**src/rtl/tlb_pair_pkg.sv**
```systemverilog
package tlb_pair_pkg;
  localparam int unsigned VA_W      = 32;
  localparam int unsigned ASID_W    = 8;
  localparam int unsigned MIN_PAIR_BITS = 13;
  localparam logic [VA_W-1:0] MIN_MASK = VA_W'((64'd1 << MIN_PAIR_BITS) - 1);

  typedef enum logic [1:0] {
    TLB_MATCH   = 2'd0,
    TLB_NOMATCH = 2'd1,
    TLB_INVALID = 2'd2,
    TLB_DIRTY   = 2'd3
  } tlb_result_e;

  typedef struct packed {
    logic [VA_W-1:0]   vpn;
    logic [VA_W-1:0]   mask;
    logic              glob;
    logic [ASID_W-1:0] asid;
    logic [VA_W-1:0]   pfn_even;
    logic [VA_W-1:0]   pfn_odd;
    logic [1:0]        valid;
    logic [1:0]        dirty;
  } tlb_entry_t;

  // per-entry candidate after half selection
  typedef struct packed {
    logic            hit;
    logic            valid;
    logic            dirty;
    logic [VA_W-1:0] pfn;
    logic [VA_W-1:0] off_mask;
  } tlb_cand_t;
endpackage

```
**src/rtl/tlb_entry_store.sv**
```systemverilog
module tlb_entry_store
  import tlb_pair_pkg::*;
#(
  parameter int unsigned NUM_ENTRIES = 16,
  parameter int unsigned IDX_W       = 4
) (
  input  logic                         clk_i,
  input  logic                         rst_ni,
  input  logic                         wr_en_i,
  input  logic [IDX_W-1:0]             wr_idx_i,
  input  tlb_entry_t                   wr_entry_i,
  output tlb_entry_t [NUM_ENTRIES-1:0] entries_o
);
  for (genvar g = 0; g < NUM_ENTRIES; g++) begin : g_ent
    always_ff @(posedge clk_i or negedge rst_ni) begin
      if (!rst_ni) begin
        entries_o[g] <= '0;
      end else if (wr_en_i && (wr_idx_i == IDX_W'(g))) begin
        entries_o[g] <= wr_entry_i;
      end
    end
  end
endmodule

```
**src/rtl/tlb_entry_match.sv**
```systemverilog
module tlb_entry_match
  import tlb_pair_pkg::*;
(
  input  tlb_entry_t        entry_i,
  input  logic [VA_W-1:0]   vaddr_i,
  input  logic [ASID_W-1:0] asid_i,
  output tlb_cand_t         cand_o
);
  logic [VA_W-1:0] eff_mask;
  logic [VA_W-1:0] half_mask;
  logic            asid_ok;
  logic            tag_ok;
  logic            odd;

  always_comb begin
    eff_mask  = entry_i.mask | MIN_MASK;
    half_mask = eff_mask >> 1;
    asid_ok   = entry_i.glob || (entry_i.asid == asid_i);
    tag_ok    = entry_i.vpn == (vaddr_i & ~eff_mask);
    odd       = |(vaddr_i & eff_mask & ~half_mask);

    cand_o.hit      = asid_ok && tag_ok;
    cand_o.valid    = odd ? entry_i.valid[1] : entry_i.valid[0];
    cand_o.dirty    = odd ? entry_i.dirty[1] : entry_i.dirty[0];
    cand_o.pfn      = odd ? entry_i.pfn_odd  : entry_i.pfn_even;
    cand_o.off_mask = half_mask;
  end
endmodule

```
**src/rtl/tlb_resolve.sv**
```systemverilog
module tlb_resolve
  import tlb_pair_pkg::*;
#(
  parameter int unsigned NUM_ENTRIES = 16
) (
  input  tlb_cand_t [NUM_ENTRIES-1:0] cand_i,
  input  logic [VA_W-1:0]             vaddr_i,
  input  logic                        write_i,
  output logic [VA_W-1:0]             paddr_o,
  output tlb_result_e                 result_o,
  output logic                        writable_o
);
  tlb_cand_t sel;
  logic      any_hit;

  // scan downward so the lowest hitting index is kept last
  always_comb begin
    sel     = '0;
    any_hit = 1'b0;
    for (int i = NUM_ENTRIES - 1; i >= 0; i--) begin
      if (cand_i[i].hit) begin
        sel     = cand_i[i];
        any_hit = 1'b1;
      end
    end
  end

  always_comb begin
    paddr_o    = '0;
    writable_o = 1'b0;
    if (!any_hit) begin
      result_o = TLB_NOMATCH;
    end else if (!sel.valid) begin
      result_o = TLB_INVALID;
    end else if (write_i && !sel.dirty) begin
      result_o = TLB_DIRTY;
    end else begin
      result_o   = TLB_MATCH;
      paddr_o    = sel.pfn | (vaddr_i & sel.off_mask);
      writable_o = sel.dirty;
    end
  end
endmodule

```
**src/rtl/tlb_pair_lookup.sv**
```systemverilog
module tlb_pair_lookup
  import tlb_pair_pkg::*;
#(
  parameter int unsigned NUM_ENTRIES = 16,
  localparam int unsigned IDX_W = (NUM_ENTRIES > 1) ? $clog2(NUM_ENTRIES) : 1
) (
  input  logic              clk_i,
  input  logic              rst_ni,
  input  logic              wr_en_i,
  input  logic [IDX_W-1:0]  wr_idx_i,
  input  logic [31:0]       wr_vpn_i,
  input  logic [31:0]       wr_mask_i,
  input  logic              wr_global_i,
  input  logic [7:0]        wr_asid_i,
  input  logic [31:0]       wr_pfn_even_i,
  input  logic [31:0]       wr_pfn_odd_i,
  input  logic [1:0]        wr_valid_i,
  input  logic [1:0]        wr_dirty_i,
  input  logic [31:0]       lk_vaddr_i,
  input  logic [7:0]        lk_asid_i,
  input  logic              lk_write_i,
  output logic [31:0]       lk_paddr_o,
  output logic [1:0]        lk_result_o,
  output logic              lk_writable_o
);
  tlb_entry_t                   wr_entry;
  tlb_entry_t [NUM_ENTRIES-1:0] entries;
  tlb_cand_t  [NUM_ENTRIES-1:0] cands;
  tlb_result_e                  result;

  always_comb begin
    wr_entry.vpn      = wr_vpn_i;
    wr_entry.mask     = wr_mask_i;
    wr_entry.glob     = wr_global_i;
    wr_entry.asid     = wr_asid_i;
    wr_entry.pfn_even = wr_pfn_even_i;
    wr_entry.pfn_odd  = wr_pfn_odd_i;
    wr_entry.valid    = wr_valid_i;
    wr_entry.dirty    = wr_dirty_i;
  end

  tlb_entry_store #(
    .NUM_ENTRIES(NUM_ENTRIES),
    .IDX_W      (IDX_W)
  ) store_i (
    .clk_i     (clk_i),
    .rst_ni    (rst_ni),
    .wr_en_i   (wr_en_i),
    .wr_idx_i  (wr_idx_i),
    .wr_entry_i(wr_entry),
    .entries_o (entries)
  );

  for (genvar g = 0; g < NUM_ENTRIES; g++) begin : g_match
    tlb_entry_match match_i (
      .entry_i(entries[g]),
      .vaddr_i(lk_vaddr_i),
      .asid_i (lk_asid_i),
      .cand_o (cands[g])
    );
  end

  tlb_resolve #(
    .NUM_ENTRIES(NUM_ENTRIES)
  ) resolve_i (
    .cand_i    (cands),
    .vaddr_i   (lk_vaddr_i),
    .write_i   (lk_write_i),
    .paddr_o   (lk_paddr_o),
    .result_o  (result),
    .writable_o(lk_writable_o)
  );

  assign lk_result_o = result;
endmodule

```
**config.mk**
```make
export PLATFORM = sky130hd
export DESIGN_NAME = tlb_pair_lookup
export DESIGN_NICKNAME = d
export VERILOG_FILES = /design/src/rtl/tlb_pair_pkg.sv /design/src/rtl/tlb_entry_store.sv /design/src/rtl/tlb_entry_match.sv /design/src/rtl/tlb_resolve.sv /design/src/rtl/tlb_pair_lookup.sv
export SDC_FILE = /design/constraint.sdc
export NUM_CORES = 2
export LEC_CHECK = 0
export BUFFER_PORTS_ARGS = -buffer_cell sky130_fd_sc_hd__buf_2
export CORE_MARGIN = 1.5
export CORE_UTILIZATION = 63
export DETAILED_ROUTE_END_ITERATION = 8
export PLACE_DENSITY = 0.85
export SETUP_SLACK_MARGIN = 0.3
export SLEW_MARGIN = 5
export SYNTH_ARGS = -nofsm -noshare
export SYNTH_HDL_FRONTEND = slang
export SYNTH_SLANG_ARGS = --single-unit
```
**constraint.sdc**
```tcl
create_clock -name clk_i -period 13.64 [get_ports clk_i]
set_input_delay 2.728 -clock clk_i [delete_from_list [all_inputs] [get_ports clk_i]]
set_output_delay 2.728 -clock clk_i [all_outputs]
set_load 0.01 [all_outputs]
```
==> results.ini <==
[logic_synthesis]
synth_top_area_share=0.519
ys_top_cells_by_area=dfrtp_1, mux2_2, mux2i_1, xnor2_1, clkbuf_1
avgSynthCellArea_um2=12.4
synth_top_cells_by_count=mux2_2, dfrtp_1, mux2i_1, clkbuf_1, nand2_1
synth_area_leader_cell=dfrtp_1
yosysWarnings=0
syn_inst=7947
yosysSeqAreaShare=0.519
async_flop_share=1.00
synth_cell_types=67
syn_nets=8136
yosys_most_used_dff=dfrtp_1
synth.most_common_cell=mux2_2
synth_edf_count=0
ys_ff_latch=2048
synth_area_um2=98700

[clocking]
clk_path_buf_depth=3
cts_root_buf=clkbuf_16
cts_tree=built
hold_buffers=0
cts.repair.resized=0
clk_pin_slew_ns=0.06
cts_setup_buffers=0
htreeDepth=4
numCtsBuffers=206
cts_num_sinks=2048
clock_latency_ns=0.84

[timing]
max-slew-margin-rel=-0.0533
tns_ns=0
setup_viol_count_final=0
fin_crit_ns=11.89
finalClockSkew_ns=0
worst_slack_ns=1.75
rsz0062_at_grt=no
whs_ns=0.500
final_hold_viol_count=0
tightest_slew_ns=1.57
period_share=0.871
fmax_mhz=84.1
drv_slew=3

[layout]
post-route-util=0.696
area_delta_synth_final_pct=9.84
drive_gt1_frac=0.353
reg_top3=store_i.entries_o (2048)
fin_cells=10200
top_register=store_i.entries_o
layout.nets=8090
largest_register_ffs=2048
final_area_um2=108000

[detailed_routing]
firstDrtPassIters=8
vias=70100
wl_um=324000
ant_nets=0
vias_per_cell=6.90
wl_per_cell_um=31.9
drc=0
drt-initial-drc-count=8606

[worst_setup_path]
cp_data_arrival_time_ns=9.16
path_max_fanout=32
endpoint_kind=output pin
cp-start-kind=input port
critical_path_required_ns=10.91
worst-setup-path-type=input port to output pin

[grt]
antenna_found_initial=47
grt_start_max_net_pins=204
grt_pass1_wl_um=474000
grt_pass1_vias=70800
overflow=0
grt_use_total=0.407

[floorplan]
core_um2=156000
die_w_um=399
ios=224
die_area_um2=159000
start_util=0.634
dieHeight_um=399
fp-row-count=145

[pwr]
power.leakage_nw=48.4
total_power_mw=17.9
p_sw_frac=0.290
switching_power_mw=5.21
p_seq_frac=0.479
intPower_mw=12.7
irDropWorstVdd_mv=0.133
clkPwrFrac=0.325
p_comb_frac=0.195
powerDensity_nw_per_um2=165

[place]
pre_cts_ws_ns=2.37
gp_congestion=1.02
placed_area_um2=101000
place_hpwl_um=205000
numPortBuffers=210
numPlacedInstances=9751

[job]
cap_viol_max_count=2

[status]
violations=max-capacitance violations, max-slew violations
run_status=finished, violations left

[min_path]
holdCritPathClass=flop to flop

cells in the final DEF, fill, tap and decap left out, types with 34 or more instances in the layout:
| cell type | Yosys | layout |
|---|---|---|
| xor2_1 | 120 | 120 |
| a21oi_1 | 143 | 142 |
| buf_2 | 100 | 209 |
| clkbuf_1 | 457 | 59 |
| a211oi_1 | 39 | 39 |
| a22oi_1 | 34 | 34 |
| clkbuf_16 | 0 | 208 |
| nor2b_1 | 224 | 223 |
| nand3_1 | 69 | 59 |
| dfrtp_1 | 2048 | 2048 |
| nor4_1 | 104 | 101 |
| mux2i_1 | 482 | 482 |
| nand2_1 | 456 | 451 |
| o21ai_0 | 183 | 183 |
| nor3_1 | 63 | 62 |
| mux2_2 | 2086 | 2086 |
| nor2_1 | 165 | 154 |
| a31oi_1 | 36 | 36 |
| buf_4 | 11 | 145 |
| clkbuf_8 | 0 | 50 |
| o211ai_1 | 69 | 69 |
| and3_1 | 35 | 35 |
| diode_2 | 0 | 36 |
| xnor2_1 | 312 | 312 |
| nand4_1 | 76 | 76 |
| o22ai_1 | 212 | 212 |
| nand2b_1 | 84 | 82 |
final timing paths:
check	start	to	slack (ns)	cells after the start
worst max-delay path	lk_vaddr_i[31]	lk_paddr_o[29]	1.75	14
worst min-delay path	store_i.entries_o[1531]	store_i.entries_o[1531]	0.50	1
worst max register to register	store_i.entries_o[1235]	store_i.entries_o[1235]	12.67	1
worst min register to register	store_i.entries_o[1531]	store_i.entries_o[1531]	0.50	1
max in group asynchronous	rst_ni	store_i.entries_o[2248]	8.68	4
min in group asynchronous	rst_ni	store_i.entries_o[1571]	1.94	1
worst max-delay path, cell delays in order:
cell      delay, ns
buf_2          0.60
buf_4          0.46
nor2b_1        0.42
xnor2_1        0.17
nand4_1        0.20
nor4_1         1.28
and2_2         0.62
nor2_1         0.23
o221ai_1       0.12
and3_1         0.25
o32a_1         0.32
nand2_4        0.44
a211oi_1       0.99
buf_2          0.28
per-layer routing:
| metal | vias to the layer above | track usage | share of wire |
|---|---|---|---|
| met3 | 1166 | 0.122 | 0.11 |
| li1 | 28500 | - | - |
| met4 | 20 | 0.222 | 0.061 |
| met5 | - | 0.00726 | 0.00086 |
| met1 | 36200 | 0.537 | 0.38 |
| met2 | 4184 | 0.603 | 0.44 |
power groups by stage:
stage | sequential, mW | combinational (mW) | clock (mW)
3_5_place_dp | 8.63 | 3.42 | 0
3_3_place_gp | 8.51 | 3.27 | 0
5_1_grt | 8.74 | 3.74 | 6.11
6_report | 8.59 | 3.51 | 5.84
2_1_floorplan | 8.24 | 2.58 | 0
4_1_cts | 8.55 | 3.47 | 5.86
logic make-up after synthesis:
group | Yosys count | share of synthesized area
simple gates | 1363 | 0.0703
buf+inv | 648 | 0.0269
compound gates | 885 | 0.0583
xor+xnor | 432 | 0.0383
mux | 2571 | 0.287
flops | 2048 | 0.519
final cells by class:
cell class	instances	area (um2)
flip-flops and latches	2048	51200
fillers	10500	47400
multi-input cells	5251	45100
clock buffers	317	6110
well taps	2058	2570
repair buffers	364	2330
clock inverters	56	856
inverters	30	113
diodes	36	90.1
Note: power is estimated with default switching activity, not from simulation.
